==> config.mk <==
export PLATFORM = sky130hd
export DESIGN_NAME = frac_clk_div
export DESIGN_NICKNAME = d
export VERILOG_FILES = /design/src/rtl/clkdiv_pkg.sv /design/src/rtl/clkdiv_regs.sv /design/src/rtl/clkdiv_src_sel.sv /design/src/rtl/clkdiv_gen.sv /design/src/rtl/frac_clk_div.sv
export SDC_FILE = /design/constraint.sdc
export NUM_CORES = 1
export LEC_CHECK = 0
export ABC_AREA = 1
export BUFFER_PORTS_ARGS = -buffer_cell sky130_fd_sc_hd__clkbuf_2
export CORE_ASPECT_RATIO = 2
export CORE_UTILIZATION = 53
export DETAILED_ROUTE_END_ITERATION = 8
export GPL_TIMING_DRIVEN = 1
export PLACE_DENSITY = 0.83
export SYNTH_ARGS = -nofsm -noshare
export SYNTH_HDL_FRONTEND = slang
export SYNTH_SLANG_ARGS = --single-unit
==> constraint.sdc <==
create_clock -name clk -period 2.9 [get_ports clk]
set_input_delay 0.58 -clock clk [delete_from_list [all_inputs] [get_ports clk]]
set_output_delay 0.58 -clock clk [all_outputs]
set_load 0.01 [all_outputs]
==> src/rtl/clkdiv_pkg.sv <==
package clkdiv_pkg;
  localparam int          FRAC_W   = 12;
  localparam int          KEY_LSB  = 24;
  localparam logic [7:0]  KEY_BYTE = 8'h5A;
  localparam int          MODE_LSB = 9;
  localparam int          BUSY_BIT = 7;
  localparam int          STOP_BIT = 5;
  localparam int          RUN_BIT  = 4;
  localparam int          SRC_W    = 4;
  localparam int          INT_LSB  = 12;

  typedef enum logic [1:0] {
    MODE_INT  = 2'd0,
    MODE_ORD1 = 2'd1,
    MODE_RSV2 = 2'd2,
    MODE_RSV3 = 2'd3
  } shape_mode_e;
endpackage

==> src/rtl/clkdiv_regs.sv <==
module clkdiv_regs
  import clkdiv_pkg::*;
#(
  parameter int INT_W = 12
) (
  input  logic                    clk,
  input  logic                    rst_n,
  input  logic                    wr_en,
  input  logic                    wr_sel,
  input  logic [31:0]             wr_data,
  input  logic                    rd_sel,
  input  logic                    busy,
  output logic [31:0]             rd_data,
  output shape_mode_e             mode,
  output logic                    stop,
  output logic                    run,
  output logic [SRC_W-1:0]        src,
  output logic [INT_W-1:0]        int_div,
  output logic [FRAC_W-1:0]       frac_div
);
  localparam int INT_MSB = INT_LSB + INT_W - 1;

  shape_mode_e       mode_q, mode_d;
  logic              stop_q, stop_d, run_q, run_d;
  logic [SRC_W-1:0]  src_q, src_d;
  logic [INT_W-1:0]  int_q, int_d;
  logic [FRAC_W-1:0] frac_q, frac_d;
  logic              key_ok;

  assign key_ok = wr_data[31:KEY_LSB] == KEY_BYTE;

  always_comb begin
    mode_d = mode_q;
    stop_d = stop_q;
    run_d  = run_q;
    src_d  = src_q;
    int_d  = int_q;
    frac_d = frac_q;
    if (wr_en && key_ok) begin
      if (!wr_sel) begin
        mode_d = shape_mode_e'(wr_data[MODE_LSB+1:MODE_LSB]);
        stop_d = wr_data[STOP_BIT];
        run_d  = wr_data[RUN_BIT];
        src_d  = wr_data[SRC_W-1:0];
      end else begin
        int_d  = wr_data[INT_MSB:INT_LSB];
        frac_d = wr_data[FRAC_W-1:0];
      end
    end
  end

  always_ff @(posedge clk or negedge rst_n) begin
    if (!rst_n) begin
      mode_q <= MODE_INT;
      stop_q <= 1'b0;
      run_q  <= 1'b0;
      src_q  <= '0;
      int_q  <= '0;
      frac_q <= '0;
    end else begin
      mode_q <= mode_d;
      stop_q <= stop_d;
      run_q  <= run_d;
      src_q  <= src_d;
      int_q  <= int_d;
      frac_q <= frac_d;
    end
  end

  always_comb begin
    rd_data = '0;
    if (!rd_sel) begin
      rd_data[MODE_LSB+1:MODE_LSB] = mode_q;
      rd_data[BUSY_BIT]            = busy;
      rd_data[STOP_BIT]            = stop_q;
      rd_data[RUN_BIT]             = run_q;
      rd_data[SRC_W-1:0]           = src_q;
    end else begin
      rd_data[INT_MSB:INT_LSB]     = int_q;
      rd_data[FRAC_W-1:0]          = frac_q;
    end
  end

  assign mode     = mode_q;
  assign stop     = stop_q;
  assign run      = run_q;
  assign src      = src_q;
  assign int_div  = int_q;
  assign frac_div = frac_q;

  // a write without the key leaves every field untouched
  a_r1_key_gate: assert property (@(posedge clk) disable iff (!rst_n)
    (wr_en && (wr_data[31:KEY_LSB] != KEY_BYTE)) |=>
      ($stable(mode_q) && $stable(stop_q) && $stable(run_q) &&
       $stable(src_q) && $stable(int_q) && $stable(frac_q)));
endmodule

==> src/rtl/clkdiv_src_sel.sv <==
module clkdiv_src_sel
  import clkdiv_pkg::*;
#(
  parameter int NUM_SRC = 8
) (
  input  logic               clk,
  input  logic               rst_n,
  input  logic [NUM_SRC-1:0] src_tick,
  input  logic [SRC_W-1:0]   sel,
  output logic               tick
);
  logic [NUM_SRC-1:0] hit;
  logic               tick_d, tick_q;

  generate
    for (genvar i = 0; i < NUM_SRC; i++) begin : g_hit
      if (i == 0) begin : g_gnd
        assign hit[i] = 1'b0;
      end else begin : g_live
        assign hit[i] = src_tick[i] && (sel == SRC_W'(i));
      end
    end
  endgenerate

  assign tick_d = |hit;

  always_ff @(posedge clk or negedge rst_n) begin
    if (!rst_n) tick_q <= 1'b0;
    else        tick_q <= tick_d;
  end

  assign tick = tick_q;

  // a grounded selection never yields a tick
  a_r8_ground_silent: assert property (@(posedge clk) disable iff (!rst_n)
    (sel == '0) |=> !tick_q);
endmodule

==> src/rtl/clkdiv_gen.sv <==
module clkdiv_gen
  import clkdiv_pkg::*;
#(
  parameter int INT_W = 12
) (
  input  logic              clk,
  input  logic              rst_n,
  input  logic              tick,
  input  logic              run,
  input  logic              stop,
  input  shape_mode_e       mode,
  input  logic [INT_W-1:0]  int_div,
  input  logic [FRAC_W-1:0] frac_div,
  output logic              clk_out,
  output logic              busy
);
  localparam int CNT_W = INT_W + 1;

  logic              busy_q, busy_d, lvl_q, lvl_d;
  logic [CNT_W-1:0]  cnt_q, cnt_d, len_q, len_d;
  logic [FRAC_W-1:0] acc_q, acc_d;
  logic [CNT_W-1:0]  base, next_len, cnt_inc, half;
  logic [FRAC_W:0]   sum;
  logic              carry, at_end;

  assign base     = (int_div < INT_W'(2)) ? CNT_W'(2) : {1'b0, int_div};
  assign sum      = {1'b0, acc_q} + {1'b0, (mode == MODE_INT) ? '0 : frac_div};
  assign carry    = sum[FRAC_W];
  assign next_len = base + {{(CNT_W-1){1'b0}}, carry};
  assign cnt_inc  = cnt_q + CNT_W'(1);
  assign half     = len_q >> 1;
  assign at_end   = cnt_q == (len_q - CNT_W'(1));

  always_comb begin
    busy_d = busy_q;
    lvl_d  = lvl_q;
    cnt_d  = cnt_q;
    len_d  = len_q;
    acc_d  = acc_q;
    if (stop) begin
      busy_d = 1'b0;
      lvl_d  = 1'b0;
      cnt_d  = '0;
      len_d  = CNT_W'(2);
      acc_d  = '0;
    end else if (!busy_q) begin
      if (run) begin
        busy_d = 1'b1;
        lvl_d  = 1'b0;
        len_d  = CNT_W'(2);
        cnt_d  = CNT_W'(1);
        acc_d  = '0;
      end
    end else if (tick) begin
      if (at_end) begin
        if (run) begin
          lvl_d = 1'b1;
          cnt_d = '0;
          len_d = next_len;
          acc_d = sum[FRAC_W-1:0];
        end else begin
          busy_d = 1'b0;
          lvl_d  = 1'b0;
          cnt_d  = '0;
          len_d  = CNT_W'(2);
          acc_d  = '0;
        end
      end else begin
        cnt_d = cnt_inc;
        lvl_d = cnt_inc < half;
      end
    end
  end

  always_ff @(posedge clk or negedge rst_n) begin
    if (!rst_n) begin
      busy_q <= 1'b0;
      lvl_q  <= 1'b0;
      cnt_q  <= '0;
      len_q  <= CNT_W'(2);
      acc_q  <= '0;
    end else begin
      busy_q <= busy_d;
      lvl_q  <= lvl_d;
      cnt_q  <= cnt_d;
      len_q  <= len_d;
      acc_q  <= acc_d;
    end
  end

  assign clk_out = lvl_q;
  assign busy    = busy_q;

  // stop halts the generator on the next edge
  a_r7_stop_now: assert property (@(posedge clk) disable iff (!rst_n)
    stop |=> (!busy_q && !lvl_q));

  // without stop, busy only falls once the final count of a period is reached
  a_r6_clean_end: assert property (@(posedge clk) disable iff (!rst_n)
    ($fell(busy_q) && !$past(stop)) |-> ($past(cnt_q) == $past(len_q) - CNT_W'(1)));

  // the period counter stays inside the current period length
  a_r3_cnt_range: assert property (@(posedge clk) disable iff (!rst_n)
    busy_q |-> (cnt_q < len_q));

  // the output rests low while idle
  a_r5_idle_low: assert property (@(posedge clk) disable iff (!rst_n)
    !busy_q |-> !lvl_q);
endmodule

==> src/rtl/frac_clk_div.sv <==
module frac_clk_div
  import clkdiv_pkg::*;
#(
  parameter int INT_W   = 12,
  parameter int NUM_SRC = 8
) (
  input  logic               clk,
  input  logic               rst_n,
  input  logic [NUM_SRC-1:0] src_tick,
  input  logic               wr_en,
  input  logic               wr_sel,
  input  logic [31:0]        wr_data,
  input  logic               rd_sel,
  output logic [31:0]        rd_data,
  output logic               clk_out,
  output logic               busy
);
  logic [1:0]        rst_pipe;
  logic              rst_int_n;
  shape_mode_e       r_mode, c_mode_q, c_mode_d;
  logic              r_stop, r_run;
  logic [SRC_W-1:0]  r_src, c_src_q, c_src_d;
  logic [INT_W-1:0]  r_int, c_int_q, c_int_d;
  logic [FRAC_W-1:0] r_frac, c_frac_q, c_frac_d;
  logic              sel_tick, gen_busy;

  always_ff @(posedge clk or negedge rst_n) begin
    if (!rst_n) rst_pipe <= 2'b00;
    else        rst_pipe <= {rst_pipe[0], 1'b1};
  end
  assign rst_int_n = rst_pipe[1];

  clkdiv_regs #(.INT_W(INT_W)) regs_i (
    .clk(clk), .rst_n(rst_int_n), .wr_en(wr_en), .wr_sel(wr_sel),
    .wr_data(wr_data), .rd_sel(rd_sel), .busy(gen_busy), .rd_data(rd_data),
    .mode(r_mode), .stop(r_stop), .run(r_run), .src(r_src),
    .int_div(r_int), .frac_div(r_frac)
  );

  always_comb begin
    c_mode_d = c_mode_q;
    c_src_d  = c_src_q;
    c_int_d  = c_int_q;
    c_frac_d = c_frac_q;
    if (!gen_busy) begin
      c_mode_d = r_mode;
      c_src_d  = r_src;
      c_int_d  = r_int;
      c_frac_d = r_frac;
    end
  end

  always_ff @(posedge clk or negedge rst_int_n) begin
    if (!rst_int_n) begin
      c_mode_q <= MODE_INT;
      c_src_q  <= '0;
      c_int_q  <= '0;
      c_frac_q <= '0;
    end else begin
      c_mode_q <= c_mode_d;
      c_src_q  <= c_src_d;
      c_int_q  <= c_int_d;
      c_frac_q <= c_frac_d;
    end
  end

  clkdiv_src_sel #(.NUM_SRC(NUM_SRC)) sel_i (
    .clk(clk), .rst_n(rst_int_n), .src_tick(src_tick), .sel(c_src_q),
    .tick(sel_tick)
  );

  clkdiv_gen #(.INT_W(INT_W)) gen_i (
    .clk(clk), .rst_n(rst_int_n), .tick(sel_tick), .run(r_run), .stop(r_stop),
    .mode(c_mode_q), .int_div(c_int_q), .frac_div(c_frac_q),
    .clk_out(clk_out), .busy(gen_busy)
  );

  assign busy = gen_busy;

  // the captured configuration holds still across a run
  a_r9_cfg_frozen: assert property (@(posedge clk) disable iff (!rst_int_n)
    (gen_busy && $past(gen_busy)) |->
      ($stable(c_int_q) && $stable(c_frac_q) && $stable(c_mode_q) && $stable(c_src_q)));
endmodule

==> run_results.csv <==
group,metric,value,unit
floorplan,start_util,54.13,%
yosys,ys_types,39,
clock_tree,clk_latency,0.36,ns
sta,hold_violations,0,
clock_tree,cts_buffer_depth,2,
cells_and_area,fin_cells,1152,
pwr,fin_total_pwr,0.004145,W
clock_tree,htree_levels,3,
global_route,antenna_found_initial,0,
pwr,leakagePower,4.190,nW
sta,setup_violations,9,
sta,fin_skew,0.01161,ns
setup_path,cp_slowest_cell,"dfrtp_2",
setup_path,crit_family,"simple AND/OR/NAND/NOR gates",
sta,slew-limit-headroom,56.43,%
setup_path,cp-end-kind,"flip-flop",
yosys,syn_avg_cell_area,7.332,um2
yosys,ys_seq_elements,105,
sta,setup_slack,-0.3020,ns
sta,worst_slew_pin_slew,0.6517,ns
cells_and_area,fin_area,0.007834,mm2
placed_design,dp_hpwl,12.80,mm
routing,num_vias,6217,
pwr,power.density,529.1,mW/mm2
sta,hold_ws,0.3085,ns
floorplan,coreArea,0.01212,mm2
cells_and_area,final_cell_mix,"nand2_1, inv_1, dfrtp_1",
global_route,grt_util_all_layers,28.80,%
sta,max_clock_freq,0.3123,GHz
setup_path,arrival,3.45,ns
setup_path,crit_required,3.15,ns
placed_design,gp_congestion,0.9252,
run_status,outcome,"complete, but fails checks",
floorplan,fp.dieW,80.69,um
yosys,ys.flop_type,"dfrtp_1",
floorplan,design.die.area,0.01286,mm2
setup_path,cp.buffers_inverters,0,
routing,drt_iter0_markers,392,
run,drv_cap,0,
sta,post-route-period-util,110.4,%
global_route,grt_max_degree,66,
clock_tree,cts_tree,"yes",
sta,final_max_slew_viol_count,0,
setup_path,crit_type,"reg2reg",
cells_and_area,n_fill_cell,1044,
placed_design,dp_cells,1122,
setup_path,path_common_cell,"nor2_4",
floorplan,ios,79,
cells_and_area,finalNetCount,1073,
cells_and_area,drive_gt1_share,20.30,%
clock_tree,cts_buffers,9,
yosys,synthesis.area,0.006563,mm2
cells_and_area,final_common_cell,"nand2_1",
pwr,vdd_drop_max,0.0004390,V
global_route,grt_pass1_vias,6100,
setup_path,critPathLaunchType,"flip-flop",
routing,wirelength,17.24,mm
setup_path,path_cells,"nor2_4 > nor2_1 > ha_1 > nand2_2 > nor2_4 > nand3_2 > nand3_2 > a21oi_2 > o21bai_1 > ha_2 > ha_4 > nand2_2 > nor2_4 > nand4_1 > or2_4 > nor2_4 > nand2_2 > nand2_1 > nor2_1 > nand3_1 > nand2_1",
cells_and_area,num_antenna_cells,0,
clock_tree,clock-sinks,105,
floorplan,rows,57,
routing,dr.pass1.iters,5,
setup_path,path_max_fanout,5,
yosys,async_reset_ff_share,100.0,%
sta,timing.final.crit_period,3.202,ns
routing,drtAntennaViolNets,0,
setup_path,max_stage_delay,0.44,ns
routing,wl_per_cell,14.97,um
yosys,synth_cells,895,
clock_tree,clockRootBuffer,"clkbuf_16",
run_status,violations,"negative setup slack",
floorplan,chipHeight,159.4,um
worst_hold_path,hold_path.class,"reg2async",
routing,drc_errors,0,
placed_design,port_buffers,69,
clock_tree,clkTransAtPathRegs,0.07,ns
yosys,synth_warnings,0,
global_route,grt-ovfl-total,0,
global_route,grt_pass1_wl,28.03,mm
routing,viasPerCell,5.397,
yosys,synth_edf_count,0,
placed_design,place_area,0.007268,mm2
sta,rsz0062_at_grt,"yes",
cells_and_area,synthToLayoutAreaGrowth,19.37,%
yosys,ys_seq_area_share,40.06,%
[area by class of cell]
class                   instances  area, um2  share of cell area, %
well taps                     147      183.9                  2.348
repair buffers                122      773.2                  9.871
clock buffers                  10      239.0                  3.051
clock inverters                 6      58.81                 0.7507
multi-input cells             640       3486                  44.50
flip-flops and latches        105       2635                  33.64
inverters                     122      457.9                  5.846
[where the power goes]
part	internal (W)	switching, W
registers	0.00155	0.0000838
logic	0.000402	0.000890
clock network	0.000626	0.000588
total	0.00258	0.00156
[registers in the layout (all words and copies together) (netlist names)]
register         count
gen_i.acc_q         12
rst_pipe             2
gen_i.len_q         13
regs_i.frac_div     12
gen_i.cnt_q         13
gen_i.busy           1
c_frac_q            12
regs_i.mode          2
gen_i.clk_out        1
regs_i.src           4
regs_i.stop          1
c_src_q              4
regs_i.int_div      12
sel_i.tick           1
c_int_q             12
regs_i.run           1
c_mode_q             2
[synthesized netlist by cell type, drive strengths merged (13+ instances only)]
library cell,instances,area (um2)
nor2,81,321.5
a21oi,14,70.07
nand4,13,81.33
mux2,16,180.2
o21ai,66,334.1
dfrtp,104,2603
clkbuf,19,71.32
nor3,14,70.07
xor2,22,192.7
nand2,259,989.7
ha,27,337.8
nand3,77,385.4
inv,121,454.2
buf,17,122.6
[per-stage QoR]
step | setup WS [ns] | setup TNS (ns) | utilization, %
2_1_floorplan | -0.08488 | -0.1831 | -
3_3_place_gp | -0.6550 | -5.394 | 59.95
3_5_place_dp | -0.7444 | -5.986 | 59.95
4_1_cts | -0.3199 | -1.136 | 63.78
5_1_grt | -0.4745 | -3.201 | 64.61
6_report | -0.3020 | -1.147 | 64.61
[worst register-to-register path, cell delays in order (launching register included)]
cell and delay (ns):
dfrtp_2 0.44, nor2_4 0.24, nor2_1 0.08, ha_1 0.34
nand2_2 0.10, nor2_4 0.13, nand3_2 0.10, nand3_2 0.10
a21oi_2 0.06, o21bai_1 0.18, ha_2 0.25, ha_4 0.14
nand2_2 0.06, nor2_4 0.09, nand4_1 0.10, or2_4 0.27
nor2_4 0.11, nand2_2 0.07, nand2_1 0.05, nor2_1 0.03
nand3_1 0.10, nand2_1 0.05
[worst paths after layout]
kind / startpoint / to / slack, ns / depth (start not counted)
setup / recovery: c_mode_q[0]$_DFFE_PN0N_ / gen_i.len_q[10]$_DFFE_PN0P_ / -0.30 / 21
hold / removal: rst_pipe[1]$_DFF_PN0_ / c_frac_q[7]$_DFFE_PN0N_ / 0.31 / 0
setup reg to reg: c_mode_q[0]$_DFFE_PN0N_ / gen_i.len_q[10]$_DFFE_PN0P_ / -0.30 / 21
max in group asynchronous: rst_pipe[1]$_DFF_PN0_ / c_mode_q[0]$_DFFE_PN0N_ / 1.86 / 1
hold reg to reg: rst_pipe[1]$_DFF_PN0_ / c_frac_q[7]$_DFFE_PN0N_ / 0.31 / 0
min in group clk: rst_pipe[0]$_DFF_PN0_ / rst_pipe[1]$_DFF_PN0_ / 0.37 / 0
[timing repair]
item	CTS	global route
hold buffers	1	0
setup endpoints to repair	13	11
pin swaps	15	11
buffers inserted	7	5
resized for setup	32	16
gates cloned	1	0
hold endpoints to repair	2	0
[per-layer routing]
layer	vias up	wire (um)	track usage, %
met2	177	9561	51.27
met3	58	567	4.183
met4	0	1140	22.08
li1	3049	-	-
met5	-	0	0
met1	2933	5974	28.73
[cell families after synthesis]
family / count (synthesis) / synth area share [%]
adder cells (fa/ha/maj): 28 / 5.453
AO/OA/AOI/OAI: 101 / 8.446
multiplexers: 16 / 2.745
XOR/XNOR: 29 / 3.870
flip-flops: 105 / 40.06
AND/OR/NAND/NOR: 456 / 29.38
other: 2 / 0.1144
buffers and inverters: 158 / 9.933
(Power assumes the default switching activity.)
